===== src/rtl/eth_clkgen_pkg.sv =====
package eth_clkgen_pkg;
  // bit positions in the configuration word (decoded by the control block)
  localparam int MODE_BIT  = 0;
  localparam int SEL_BIT   = 4;
  localparam int DLY_LO    = 5;
  localparam int DIV_LO    = 7;
  localparam int RATIO_BIT = 10;
  localparam int INV_BIT   = 11;
  localparam int EN_BIT    = 12;
  localparam int DIV_W     = 3;
  localparam int DLY_W     = 2;
  localparam int CFG_BITS  = EN_BIT + 1;
  localparam int RATIO_LO  = 5;
  localparam int RATIO_HI  = 10;
  localparam int CNT2_W    = $clog2(RATIO_HI);

  typedef struct packed {
    logic             rgmii;
    logic             srcSel;
    logic [DLY_W-1:0] txDly;
    logic [DIV_W-1:0] div1;
    logic             ratio10;
    logic             invRmii;
    logic             enable;
  } ctrl_t;
endpackage


===== src/rtl/eth_clkgen_ctrl.sv =====
module eth_clkgen_ctrl
  import eth_clkgen_pkg::*;
#(
  parameter int REG_W = 16
) (
  input  logic             clk,
  input  logic             rstN,
  input  logic             cfgWe,
  input  logic [REG_W-1:0] cfgWdata,
  output logic [REG_W-1:0] cfgRdata,
  output ctrl_t            ctrl
);
  logic [REG_W-1:0] cfgReg;

  always_ff @(posedge clk) begin
    if (!rstN) cfgReg <= '0;
    else if (cfgWe) cfgReg <= cfgWdata;
  end

  assign cfgRdata = cfgReg;

  always_comb begin
    ctrl.rgmii   = cfgReg[MODE_BIT];
    ctrl.srcSel  = cfgReg[SEL_BIT];
    ctrl.txDly   = cfgReg[DLY_LO +: DLY_W];
    ctrl.div1    = cfgReg[DIV_LO +: DIV_W];
    ctrl.ratio10 = cfgReg[RATIO_BIT];
    ctrl.invRmii = cfgReg[INV_BIT];
    ctrl.enable  = cfgReg[EN_BIT];
  end

  // written word is visible on the read port one cycle later
  assert_readback_R1: assert property (@(posedge clk) disable iff (!rstN)
    cfgWe |=> cfgRdata == $past(cfgWdata));
endmodule


===== src/rtl/eth_clkgen_dp.sv =====
module eth_clkgen_dp
  import eth_clkgen_pkg::*;
(
  input  logic  clk,
  input  logic  rstN,
  input  logic  srcStbA,
  input  logic  srcStbB,
  input  ctrl_t ctrl,
  output logic  refClk,
  output logic  txClk,
  output logic  rmiiClk
);
  localparam int PROD_W = DLY_W + CNT2_W;

  ctrl_t             actCfg;
  logic [DIV_W-1:0]  cnt1;
  logic [CNT2_W-1:0] cnt2;
  logic [DIV_W-1:0]  divEff;
  logic [CNT2_W-1:0] ratioM, highLen, txOffset;
  logic [PROD_W-1:0] dlyProd;
  logic [CNT2_W:0]   txPhase;
  logic              selStb, tick1, wrap2, refLvl;

  assign selStb  = actCfg.srcSel ? srcStbB : srcStbA;
  assign divEff  = (actCfg.div1 == '0) ? DIV_W'(1) : actCfg.div1;
  assign tick1   = selStb && (cnt1 == divEff - DIV_W'(1));
  assign ratioM  = actCfg.ratio10 ? CNT2_W'(RATIO_HI) : CNT2_W'(RATIO_LO);
  assign highLen = actCfg.ratio10 ? CNT2_W'((RATIO_HI + 1) / 2) : CNT2_W'((RATIO_LO + 1) / 2);
  assign wrap2   = tick1 && (cnt2 == ratioM - CNT2_W'(1));

  // quarter-step offset in stage-one periods; forced to zero outside RGMII
  always_comb begin
    dlyProd  = PROD_W'(actCfg.txDly) * PROD_W'(ratioM);
    txOffset = actCfg.rgmii ? CNT2_W'(dlyProd >> 2) : '0;
    if (cnt2 >= txOffset) txPhase = {1'b0, cnt2} - {1'b0, txOffset};
    else                  txPhase = {1'b0, cnt2} + {1'b0, ratioM} - {1'b0, txOffset};
  end

  assign refLvl = cnt2 < highLen;

  // counter chain; whole configuration applied at the reference terminal count
  always_ff @(posedge clk) begin
    if (!rstN) begin
      cnt1   <= '0;
      cnt2   <= '0;
      actCfg <= '0;
    end else begin
      if (tick1) cnt1 <= '0;
      else if (selStb) cnt1 <= cnt1 + DIV_W'(1);
      if (wrap2) begin
        cnt2   <= '0;
        actCfg <= ctrl;
      end else if (tick1) begin
        cnt2 <= cnt2 + CNT2_W'(1);
      end
    end
  end

  always_ff @(posedge clk) begin
    if (!rstN) begin
      refClk  <= 1'b0;
      txClk   <= 1'b0;
      rmiiClk <= 1'b0;
    end else begin
      refClk  <= actCfg.enable && refLvl;
      txClk   <= actCfg.enable && (txPhase < {1'b0, highLen});
      rmiiClk <= actCfg.enable && ((actCfg.invRmii && !actCfg.rgmii) ? !refLvl : refLvl);
    end
  end

  // stage-one count stays below the effective divisor
  assert_cnt1_range_R3: assert property (@(posedge clk) disable iff (!rstN)
    cnt1 < divEff);
  // stage-two count stays below the active ratio
  assert_cnt2_range_R4: assert property (@(posedge clk) disable iff (!rstN)
    cnt2 < ratioM);
  // applied settings move only at the terminal count
  assert_cfg_hold_R9: assert property (@(posedge clk) disable iff (!rstN)
    !wrap2 |=> $stable(actCfg));
  // disabled generator keeps every output low
  assert_off_low_R8: assert property (@(posedge clk) disable iff (!rstN)
    !actCfg.enable |=> (!refClk && !txClk && !rmiiClk));
  // RMII mode leaves transmit clock aligned with reference
  assert_rmii_nodly_R6: assert property (@(posedge clk) disable iff (!rstN)
    !actCfg.rgmii |=> txClk == refClk);
  // inversion in RMII mode gives complement of reference
  assert_rmii_inv_R7: assert property (@(posedge clk) disable iff (!rstN)
    (actCfg.enable && actCfg.invRmii && !actCfg.rgmii) |=> rmiiClk != refClk);
endmodule


===== src/rtl/eth_phy_clkgen.sv =====
module eth_phy_clkgen
  import eth_clkgen_pkg::*;
#(
  parameter int REG_W = 16
) (
  input  logic             clk,
  input  logic             rstN,
  input  logic             srcStbA,
  input  logic             srcStbB,
  input  logic             cfgWe,
  input  logic [REG_W-1:0] cfgWdata,
  output logic [REG_W-1:0] cfgRdata,
  output logic             refClk,
  output logic             txClk,
  output logic             rmiiClk
);
  ctrl_t ctrl;

  eth_clkgen_ctrl #(.REG_W(REG_W)) uCtrl (
    .clk(clk), .rstN(rstN), .cfgWe(cfgWe), .cfgWdata(cfgWdata),
    .cfgRdata(cfgRdata), .ctrl(ctrl)
  );

  eth_clkgen_dp uDp (
    .clk(clk), .rstN(rstN), .srcStbA(srcStbA), .srcStbB(srcStbB),
    .ctrl(ctrl), .refClk(refClk), .txClk(txClk), .rmiiClk(rmiiClk)
  );

  initial begin
    assert_regw_fits_R1: assert (REG_W >= CFG_BITS);
  end
endmodule


===== config.mk =====
export PLATFORM = sky130hd
export DESIGN_NAME = eth_phy_clkgen
export DESIGN_NICKNAME = d
export VERILOG_FILES = /design/src/rtl/eth_clkgen_pkg.sv /design/src/rtl/eth_clkgen_ctrl.sv /design/src/rtl/eth_clkgen_dp.sv /design/src/rtl/eth_phy_clkgen.sv
export SDC_FILE = /design/constraint.sdc
export NUM_CORES = 1
export LEC_CHECK = 0
export BUFFER_PORTS_ARGS = -buffer_cell sky130_fd_sc_hd__clkbuf_2
export CORE_MARGIN = 2
export CORE_UTILIZATION = 50
export CTS_CLUSTER_DIAMETER = 30
export DETAILED_ROUTE_END_ITERATION = 16
export PLACE_DENSITY_LB_ADDON = 0.3
export SYNTH_ARGS = -nofsm -noshare
export SYNTH_HDL_FRONTEND = slang
export SYNTH_SLANG_ARGS = --single-unit

===== constraint.sdc =====
create_clock -name clk -period 5.9 [get_ports clk]
set_clock_uncertainty 0.1 [all_clocks]
set_input_delay 1.18 -clock clk [delete_from_list [all_inputs] [get_ports clk]]
set_output_delay 1.18 -clock clk [all_outputs]
set_load 0.02 [all_outputs]

==> impl_results.md, run 1 <==
- Outcome: complete, no violations
- Width of the die: 68.1 um
- Final setup fails: 0
- GR Overflow Total: 0
- Worst min path class: flop to flop
- Cell Pwr Density: 238 nW/um2
- Max Cap Viol: 0
- Initial Util: 0.518
- CTS sink cnt: 36
- Post-route clock period utilization: 0.608
- CP required: 6.03 ns
- Peak supply drop: 0.179 mV
- Dpl cells: 294
- Fin. Hold Viols: 0
- #FFs+latches synth: 36
- Slew HR: 0.516
- H-Tree Depth: 2
- Crit path kind: flop to flop
- Die height: 68.1 um
- Non-Filler Instances: just over 300
- Vias per Instance: 5.22
- Worst Hold End: uDp.actCfg[1]
- Crit start category: flop
- Initial antenna violation count: 0
- Crit path DAT: between 3 and 4 ns
- FILL cells: 358
- Slack of the critical path: 2.31 ns
- Endpoint class of the critical path: flop
- Slowest-stage cell, CP: dfxtp_1
- FF-to-FF setup slack: 2.31 ns
- Root Buffer: clkbuf_8
- Clk slew on worst S/H paths: roughly 0.070 ns
- Detail Placement HPWL: 2.71 mm
- Worst r2r src: uDp.actCfg[2]
- Setup WS pre-CTS: 2.36 ns
- Clock Latency Late Sink: 0.29 ns
- WP buf/inv: 2
- Share of cells above drive strength 1: 0.210
- GRT Util Overall: 0.176
- P&R area growth vs syn: 17.0%
- Number of diodes: 0
- Hold path depth: 2
- I/O Pins: 40
- Crit-path cells: mux2_2 > nand2_1 > inv_1 > fa_1 > inv_1 > fa_1 > xnor2_1 > mux2i_1 > ha_1 > a211o_1 > a311oi_1 > a32o_1
- Nets: 292
- RSZ-0062 raised after global routing: no
- Crit Path Max Fanout: 8
- DRT Pass-1 Iters: 4
- Max-slew violations: 0
- Tmin final: 3.59 ns
- Number of global-route vias before repair: 1,389
- Post-CTS sizing: 0
- Initial DRC count: 42
- Commonest non-fill, non-tap cell in the layout: clkbuf_2
- Syn_area_per_cell: 9.61 um2
- Worst-case reg-to-reg path depth: 12
- Clk buf depth: 2
- FF-to-FF End: uDp.txClk
- # rows: 23
- Core Region: 3970 um2
- Leakage: ~1.2 nW
- Vias: 1,575
- Hold Path Origin: uDp.actCfg[1]
- Max incr delay on CP: 0.51 ns
- Syn Inst Count: 214
- Largest net degree at the start of global routing: 44
- # hold bufs at CTS: 0
- Mapped Area: approximately 2100 um2
- Worst slew pin tran: a little over 0.7 ns
- Post-synth net total: 255
- Top delay family on crit path: adder cells
- WL/cell: 12.2 um
- Post-synth cell types: 38
- CTS tree: yes
- Yosys Warn Count: 0
- IO Port Bufs: 39
- DRC errors left: 0
- Fin Hold WS: 0.369 ns
- Max Clock Freq: 279 MHz
- Post-CTS setup buffers: 0
- DRT antenna net count: 0
- Sequential-to-total area share from yosys stat: 0.351
- WL final: ~3.7 mm
- GPL Wtd Cong: 0.885
- CTS buffer count: 5
- Most frequent cells in the layout: 39 x clkbuf_2, 36 x dfxtp_1, 32 x mux2i_1, 23 x nand2_1, 19 x nor2b_1
- First-pass GRT wire length: 6.00 mm
- Die area: 4640 um2
- Total power: 0.000573 W
- Setup TNS: 0 ns
[synthesized netlist by cell type]
library cell   n  area (um2)
mux2i_1       32         320
nand2b_1       2        12.5
mux2_2         3        33.8
dfxtp_1       36         721
a21o_1         4        30.0
conb_1         1        3.75
a21boi_1       1        7.51
or4_1          1        7.51
buf_2          1        5.00
a311o_2        1        11.3
nor2_1         9        33.8
a21oi_1        3        15.0
xnor2_1        6        52.6
and3b_1        2        17.5
o2bb2ai_1      1        8.76
fa_1           4        80.1
or3_1          1        6.26
buf_1          1        3.75
clkbuf_1       7        26.3
nor4_1         1        6.26
and2_1         1        6.26
nor3b_1        1        7.51
xnor2_2        1        16.3
a211o_1        2        17.5
inv_1         11        41.3
nor3_1         1        5.00
nand2_1       23        86.3
nand3_1        6        30.0
xor2_1         3        26.3
a211oi_1       1        7.51
o21ai_0        5        25.0
or4b_1         1        10.0
a21boi_0       2        15.0
a311oi_1       2        17.5
and4bb_2       1        12.5
a32o_1         1        10.0
ha_1          16         200
nor2b_1       19         119
[final cells by class]
cell class	count	area, um2	share of cell area
clock inverter	1	30.0	0.0125
sequential	36	721	0.300
inverter	11	41.3	0.0172
tap	50	62.6	0.0260
timing repair buffer	39	195	0.0812
multi-input combinational	158	1260	0.523
clock buffer	7	96.3	0.0401
[where the power goes]
group	leakage [nW]	internal [W]	switching, W
Sequential	0.294	0.000252	0.00000895
Combinational	0.804	0.0000349	0.0000405
Clock	0.0645	0.000149	0.0000878
Total	1.16	0.000436	0.000137
[cells by family (layout without fill, tap and decap cells)]
kind of cell,after synthesis,after routing,synth area share
flops,36,36,0.351
fa+ha+maj,20,20,0.136
other cells,1,1,0.00182
simple gates,69,69,0.175
buf+inv,20,58,0.0371
xor+xnor,10,10,0.0463
mux,35,35,0.172
compound gates,23,23,0.0803
[worst reg2reg max path: stages (launching register included)]
cell	delay, ns
dfxtp_1	0.51
mux2_2	0.38
nand2_1	0.12
inv_1	0.07
fa_1	0.48
inv_1	0.07
fa_1	0.46
xnor2_1	0.18
mux2i_1	0.09
ha_1	0.32
a211o_1	0.29
a311oi_1	0.26
a32o_1	0.19
[worst max path at each step]
stage,start,to,slack [ns],cells past startpoint
floorplan,uDp.actCfg[2],uDp.txClk,2.46,13
global placement,uDp.actCfg[2],uDp.txClk,2.44,12
detailed placement,uDp.actCfg[2],uDp.txClk,2.36,12
CTS,uDp.actCfg[2],uDp.txClk,2.34,12
global route,uDp.actCfg[2],uDp.txClk,2.20,12
finish,uDp.actCfg[2],uDp.txClk,2.31,12
[flip-flops by register name (all words and copies together) (netlist names)]
name,flops
uCtrl.cfgRdata,16
uDp.actCfg,10
uDp.rmiiClk,1
uDp.txClk,1
uDp.refClk,1
uDp.cnt1,3
uDp.cnt2,4
[layer usage]
| metal | part of all wire | GRT usage | up-vias |
|---|---|---|---|
| met5 | 0 | 0 | - |
| met4 | 0.019 | 0.0775 | 0 |
| met3 | 0.045 | 0.0576 | 6 |
| met2 | 0.46 | 0.269 | 39 |
| met1 | 0.47 | 0.225 | 720 |
| li1 | - | - | 810 |
[through the flow]
step	util	area, um2
after global routing	0.606	2400
after floorplan	-	2060
final	0.606	2400
after global placement	0.574	2280
after CTS	0.606	2400
after detailed placement	0.574	2280
(Power assumes the default switching activity.)
==> run 2, diff against run 1 <==
Clock period 5.9 ns to 3.5 ns, I/O delays scaled along.
==> run 2 against run 1 <==
  * Setup slack got worse by 2.1 ns
  * Critical path depth unchanged
  * Sequential share of layout area about the same
  * Count of clock-buffer cells in the layout shrank 1
  * Combinational power rose by 76%
  * Register-to-register slack lost 2.1 ns
  * Cell count grew 1.3%
  * First-iteration DRC count down 36%
  * Sequential power increased by 67%
  * Sequential cell count unchanged
  * Routed wire length increased by 0.84%
  * Power increased by 51%
  * Critical path type unchanged
==> impl_results.md, run 2 (same netlist as run 1, synthesis figures left out) <==
- # hold bufs at CTS: 0 (unchanged)
- Fin. Hold Viols: 0 (unchanged)
- Multi-input logic area: 1270 um2 (+0.70%)
- Worst slew pin tran: 0.631 ns (-0.0953 ns)
- Vias: 1,561 (-0.89%)
- Clk buf depth: 2 (unchanged)
- Hold path depth: 2 (unchanged)
- Tmin final: 3.28 ns (-0.312 ns)
- FF-to-FF End: uDp.txClk
- Crit path DAT: 3.41 ns (-0.31 ns)
- Post-route clock period utilization: 0.936 (+0.328)
- Outcome: complete, no violations
- Total power: 0.000866 W (+51%)
- Max-slew violations: 0 (unchanged)
- GPL Wtd Cong: 0.881 (-0.47%)
- Crit path kind: flop to flop
- Slack of the critical path: 0.224 ns (-2.09 ns)
- Largest net degree at the start of global routing: 43 (-2.3%)
- Cell Pwr Density: 360 nW/um2 (+51%)
- CP required: 3.63 ns (-2.40 ns)
- FF-to-FF setup slack: 0.22 ns (-2.09 ns)
- FILL cells: 334 (-6.7%)
- Setup TNS: 0 ns (unchanged)
- CTS buffer count: 5 (unchanged)
- Worst r2r src: uDp.actCfg[2]
- Crit Path Max Fanout: 3 (-5)
- Core Region: 3970 um2 (unchanged)
- DRT antenna net count: 0 (unchanged)
- Nets: 296 (+1.4%)
- P&R area growth vs syn: 17.0% (about the same)
- Initial DRC count: 27 (-36%)
- First-pass GRT wire length: 6.46 mm (+7.7%)
- Initial antenna violation count: 0 (unchanged)
- Initial Util: 0.518 (unchanged)
- Vias per Instance: 5.10 (-2.2%)
- Slew HR: 0.579 (+0.0635)
- Number of global-route vias before repair: 1,484 (+6.8%)
- Die area: 4640 um2 (unchanged)
- Crit start category: flop
- DRC errors left: 0 (unchanged)
- Crit path to: uDp.txClk
- Number of diodes: 0 (unchanged)
- Endpoint class of the critical path: flop
- Worst-case reg-to-reg path depth: 12 (unchanged)
- Max Cap Viol: 0 (unchanged)
- # rows: 23 (unchanged)
- Detail Placement HPWL: 2.86 mm (+5.5%)
- Width of the die: 68.1 um (unchanged)
- CTS sink cnt: 36 (unchanged)
- Number of flip-flops in the largest register: 16 (unchanged)
- CP Launch Point: uDp.actCfg[2]
- Most frequent cells in the layout: 39 x clkbuf_2, 36 x dfxtp_1, 32 x mux2i_1, 22 x nand2_1, 19 x nor2b_1
- Die height: 68.1 um (unchanged)
- Commonest non-fill, non-tap cell in the layout: clkbuf_2
- Share of cells above drive strength 1: 0.227 (+0.0162)
- DRT Pass-1 Iters: 5 (+1)
- WL final: 3.71 mm (+0.84%)
- WL/cell: 12.1 um (-0.48%)
- Worst min path class: flop to flop
- Register area: 721 um2 (unchanged)
- Final setup fails: 0 (unchanged)
- Clock Latency Late Sink: 0.29 ns (about the same)
- CTS tree: yes
- GR Overflow Total: 0 (unchanged)
- Clk slew on worst S/H paths: 0.07 ns (about the same)
- Setup WS pre-CTS: 0.167 ns (-2.19 ns)
- I/O Pins: 40 (unchanged)
- Leakage: 1.16 nW (about the same)
- IO Port Bufs: 39 (unchanged)
- Max Clock Freq: 305 MHz (+9.5%)
- RSZ-0062 raised after global routing: no
- GRT Util Overall: 0.184 (+0.00828)
- Peak supply drop: 0.363 mV (+100%)
- H-Tree Depth: 2 (unchanged)
- Root Buffer: clkbuf_8
-- run 2: changes by cell type in the layout (fill, tap and decap cells not counted), sizes merged --
cell	delta
buf	+4
bufinv	-1
clkinv	+1
clkbuf	-1
clkinvlp	+1
-- run 2: how the worst min path moves through the flow --
stage                            startpoint            end  slack [ns]
after floorplan               uDp.actCfg[1]  uDp.actCfg[1]        0.34
after global placement        uDp.actCfg[1]  uDp.actCfg[1]        0.35
after detailed placement  uCtrl.cfgRdata[4]  uDp.actCfg[8]        0.36
after CTS                 uCtrl.cfgRdata[4]  uDp.actCfg[8]        0.38
after global routing      uCtrl.cfgRdata[6]  uDp.actCfg[7]        0.41
final                         uDp.actCfg[6]  uDp.actCfg[6]        0.38
-- run 2: critical path, stage by stage, from the launching register on --
cell,delay (ns)
dfxtp_1,0.33
mux2_2,0.34
nand2_2,0.10
inv_1,0.05
fa_1,0.47
inv_1,0.06
fa_1,0.48
xnor2_1,0.16
mux2i_1,0.09
ha_1,0.33
a211o_1,0.30
a311oi_1,0.27
a32o_1,0.15
-- run 2: final cells by class --
cell class | count | share of cell area
Multi-Input combinational cell | 158 | 0.527
Clock buffer | 6 | 0.0302
Tap cell | 50 | 0.0260
Clock inverter | 2 | 0.00676
Inverter | 11 | 0.0172
Sequential cell | 36 | 0.300
Timing Repair Buffer | 43 | 0.0936
-- run 2: report_power, final --
group | internal [W] | switching (W) | total, W | leakage (nW)
registers | 0.000424 | 0.0000128 | 0.000437 | 0.294
clock network | 0.000141 | 0.000155 | 0.000296 | 0.0414
logic | 0.0000612 | 0.0000716 | 0.000133 | 0.827
-- run 2: timing repair --
action | CTS | global route
endpoints found under the hold margin | 0 | 0
resized for setup | 0 | 2
endpoints found under the setup margin | 0 | 1
setup buffers | 0 | 0
-- run 2: routing by layer --
layer | global-route usage | share of wire
met1 | 0.234 | 0.49
met4 | 0.0525 | 0.010
met2 | 0.306 | 0.46
met5 | 0 | 0
met3 | 0.0477 | 0.046
-- run 2: metrics by stage --
step	hold slack, ns	instance area, um2	utilization	instances
global route	0.406	2410	0.606	306
detailed placement	0.364	2310	0.581	298
finish	0.376	2410	0.606	306
CTS	0.378	2400	0.604	306
global placement	0.347	2310	0.581	298
floorplan	0.339	2060	-	214
==> run 3, diff against run 2 <==
Settings changed: BUFFER_PORTS_ARGS -buffer_cell sky130_fd_sc_hd__clkbuf_2 to default, CTS_BUF_LIST from default to sky130_fd_sc_hd__clkbuf_8, DONT_BUFFER_PORTS from default to 1.
==> run 3 against run 2 <==
  * Via count shrank 9.7%
  * Critical path type unchanged
  * Largest power group unchanged
  * Maximum frequency shrank 1.7%
  * Design area is 7.7% lower
  * Global-route usage shrank 1.5 points
==> impl_results.md, run 3 (same netlist as run 1, synthesis figures left out) <==
- IO Port Bufs: 0 (-100%)
- Fin Hold WS: 0.384 ns (+0.00805 ns)
- Clk slew on worst S/H paths: 0.07 ns (about the same)
- Max Clock Freq: 300 MHz (-1.7%)
- Initial DRC count: 61 (+130%)
- Slew HR: 0.598 (+0.0189)
- Clock Latency Late Sink: 0.29 ns (about the same)
- Crit path kind: flop to flop
- DRT Pass-1 Iters: 4 (-1)
- GRT Util Overall: 0.169 (-0.0149)
- Max-slew violations: 0 (unchanged)
- Total power: 0.000901 W (+4.0%)
- Core Region: 3970 um2 (unchanged)
- Cell Pwr Density: 406 nW/um2 (+13%)
- Commonest non-fill, non-tap cell in the layout: dfxtp_1
- Worst slew pin tran: 0.603 ns (-0.0284 ns)
- Crit path DAT: 3.47 ns (+0.06 ns)
- DRC errors left: 0 (unchanged)
- Initial antenna violation count: 0 (unchanged)
- DRT antenna net count: 0 (unchanged)
- Tmin final: 3.33 ns (+0.0559 ns)
- Peak supply drop: 0.303 mV (-16%)
- Width of the die: 68.1 um (unchanged)
- Setup TNS: 0 ns (unchanged)
- CP required: 3.64 ns (about the same)
- Number of diodes: 0 (unchanged)
- Worst min path class: flop to flop
- Crit start category: flop
- Initial Util: 0.518 (unchanged)
- # hold bufs at CTS: 0 (unchanged)
- Number of global-route vias before repair: 1,310 (-12%)
- Number of flip-flops in the largest register: 16 (unchanged)
- Clk buf depth: 2 (unchanged)
- CTS tree: yes
- CTS buffer count: 5 (unchanged)
- Crit Path Max Fanout: 3 (unchanged)
- CTS sink cnt: 36 (unchanged)
- Outcome: complete, no violations
- Fin. Hold Viols: 0 (unchanged)
- Root Buffer: clkbuf_8
- WL final: 3.50 mm (-5.8%)
- # rows: 23 (unchanged)
- Leakage: 0.999 nW (-14%)
- Share of cells above drive strength 1: 0.0833 (-0.143)
- Endpoint class of the critical path: flop
- Vias: 1,410 (-9.7%)
- Vias per Instance: 5.30 (+3.9%)
- Most frequent cells in the layout: 36 x dfxtp_1, 32 x mux2i_1, 22 x nand2_1, 19 x nor2b_1, 16 x ha_1
- WL/cell: 13.2 um (+8.4%)
- Final setup fails: 0 (unchanged)
- Die height: 68.1 um (unchanged)
- Detail Placement HPWL: 2.61 mm (-8.7%)
- First-pass GRT wire length: 5.69 mm (-12%)
- P&R area growth vs syn: 7.97%
- GR Overflow Total: 0 (unchanged)
- GPL Wtd Cong: 0.842 (-4.4%)
- Nets: 256 (-14%)
- Max Cap Viol: 0 (unchanged)
- Slack of the critical path: 0.169 ns (-0.0559 ns)
- Largest net degree at the start of global routing: 44 (+2.3%)
- H-Tree Depth: 2 (unchanged)
- Die area: 4640 um2 (unchanged)
- I/O Pins: 40 (unchanged)
- Setup WS pre-CTS: 0.158 ns (-0.00862 ns)
- RSZ-0062 raised after global routing: no
- Post-route clock period utilization: 0.952 (+0.0160)
run 3: cell count changes in the layout (fill, tap and decap cells not counted), sizes merged:
| cell | before | now |
|---|---|---|
| bufinv | 0 | 1 |
| buf | 4 | 3 |
| clkbuf | 45 | 5 |
run 3: stage by stage:
stage,std cells,util,cell area (um2)
2_1_floorplan,214,-,2060
3_3_place_gp,258,0.530,2110
3_5_place_dp,258,0.530,2110
4_1_cts,266,0.558,2220
5_1_grt,266,0.559,2220
6_report,266,0.559,2220
run 3: timing repair:
action                                 CTS  global route
buffers inserted                         0             0
setup endpoints to repair                0             1
endpoints found under the hold margin    0             0
resized for setup                        0             1
run 3: worst max-delay path, stage by stage (launching register included):
cell,delay (ns)
dfxtp_1,0.34
mux2_2,0.35
nand2_2,0.11
inv_1,0.06
fa_1,0.47
inv_1,0.07
fa_1,0.46
xnor2_1,0.18
mux2i_1,0.10
ha_1,0.32
a211o_1,0.28
a311oi_1,0.27
a32o_1,0.20
run 3: area by class of cell:
| class | count | area, um2 |
|---|---|---|
| inverters | 11 | 41.3 |
| fillers | 373 | 1750 |
| multi-input cells | 158 | 1260 |
| well taps | 50 | 62.6 |
| flip-flops and latches | 36 | 721 |
| repair buffers | 3 | 22.5 |
| clock buffers | 5 | 68.8 |
| clock inverters | 3 | 42.5 |
run 3: path summary, 6_finish.rpt:
check / end / slack (ns) / cells past startpoint / start
hold / removal: uDp.actCfg[1] / 0.38 / 2 / uDp.actCfg[1]
setup / recovery: uDp.txClk / 0.17 / 12 / uDp.actCfg[2]
hold reg to reg: uDp.actCfg[1] / 0.38 / 2 / uDp.actCfg[1]
setup reg to reg: uDp.txClk / 0.17 / 12 / uDp.actCfg[2]
run 3: routing by layer:
metal	share of wire	vias up	global-route usage
met3	0.055	7	0.0526
met1	0.49	630	0.214
met2	0.44	36	0.256
li1	-	737	-
met5	0	-	0
met4	0.021	0	0.0900
run 3: report_power, final:
part	leakage (nW)	total [W]	switching [W]	internal, W
clock network	0.0541	0.000364	0.000154	0.000211
registers	0.294	0.000452	0.0000272	0.000424
logic	0.652	0.0000848	0.0000395	0.0000452
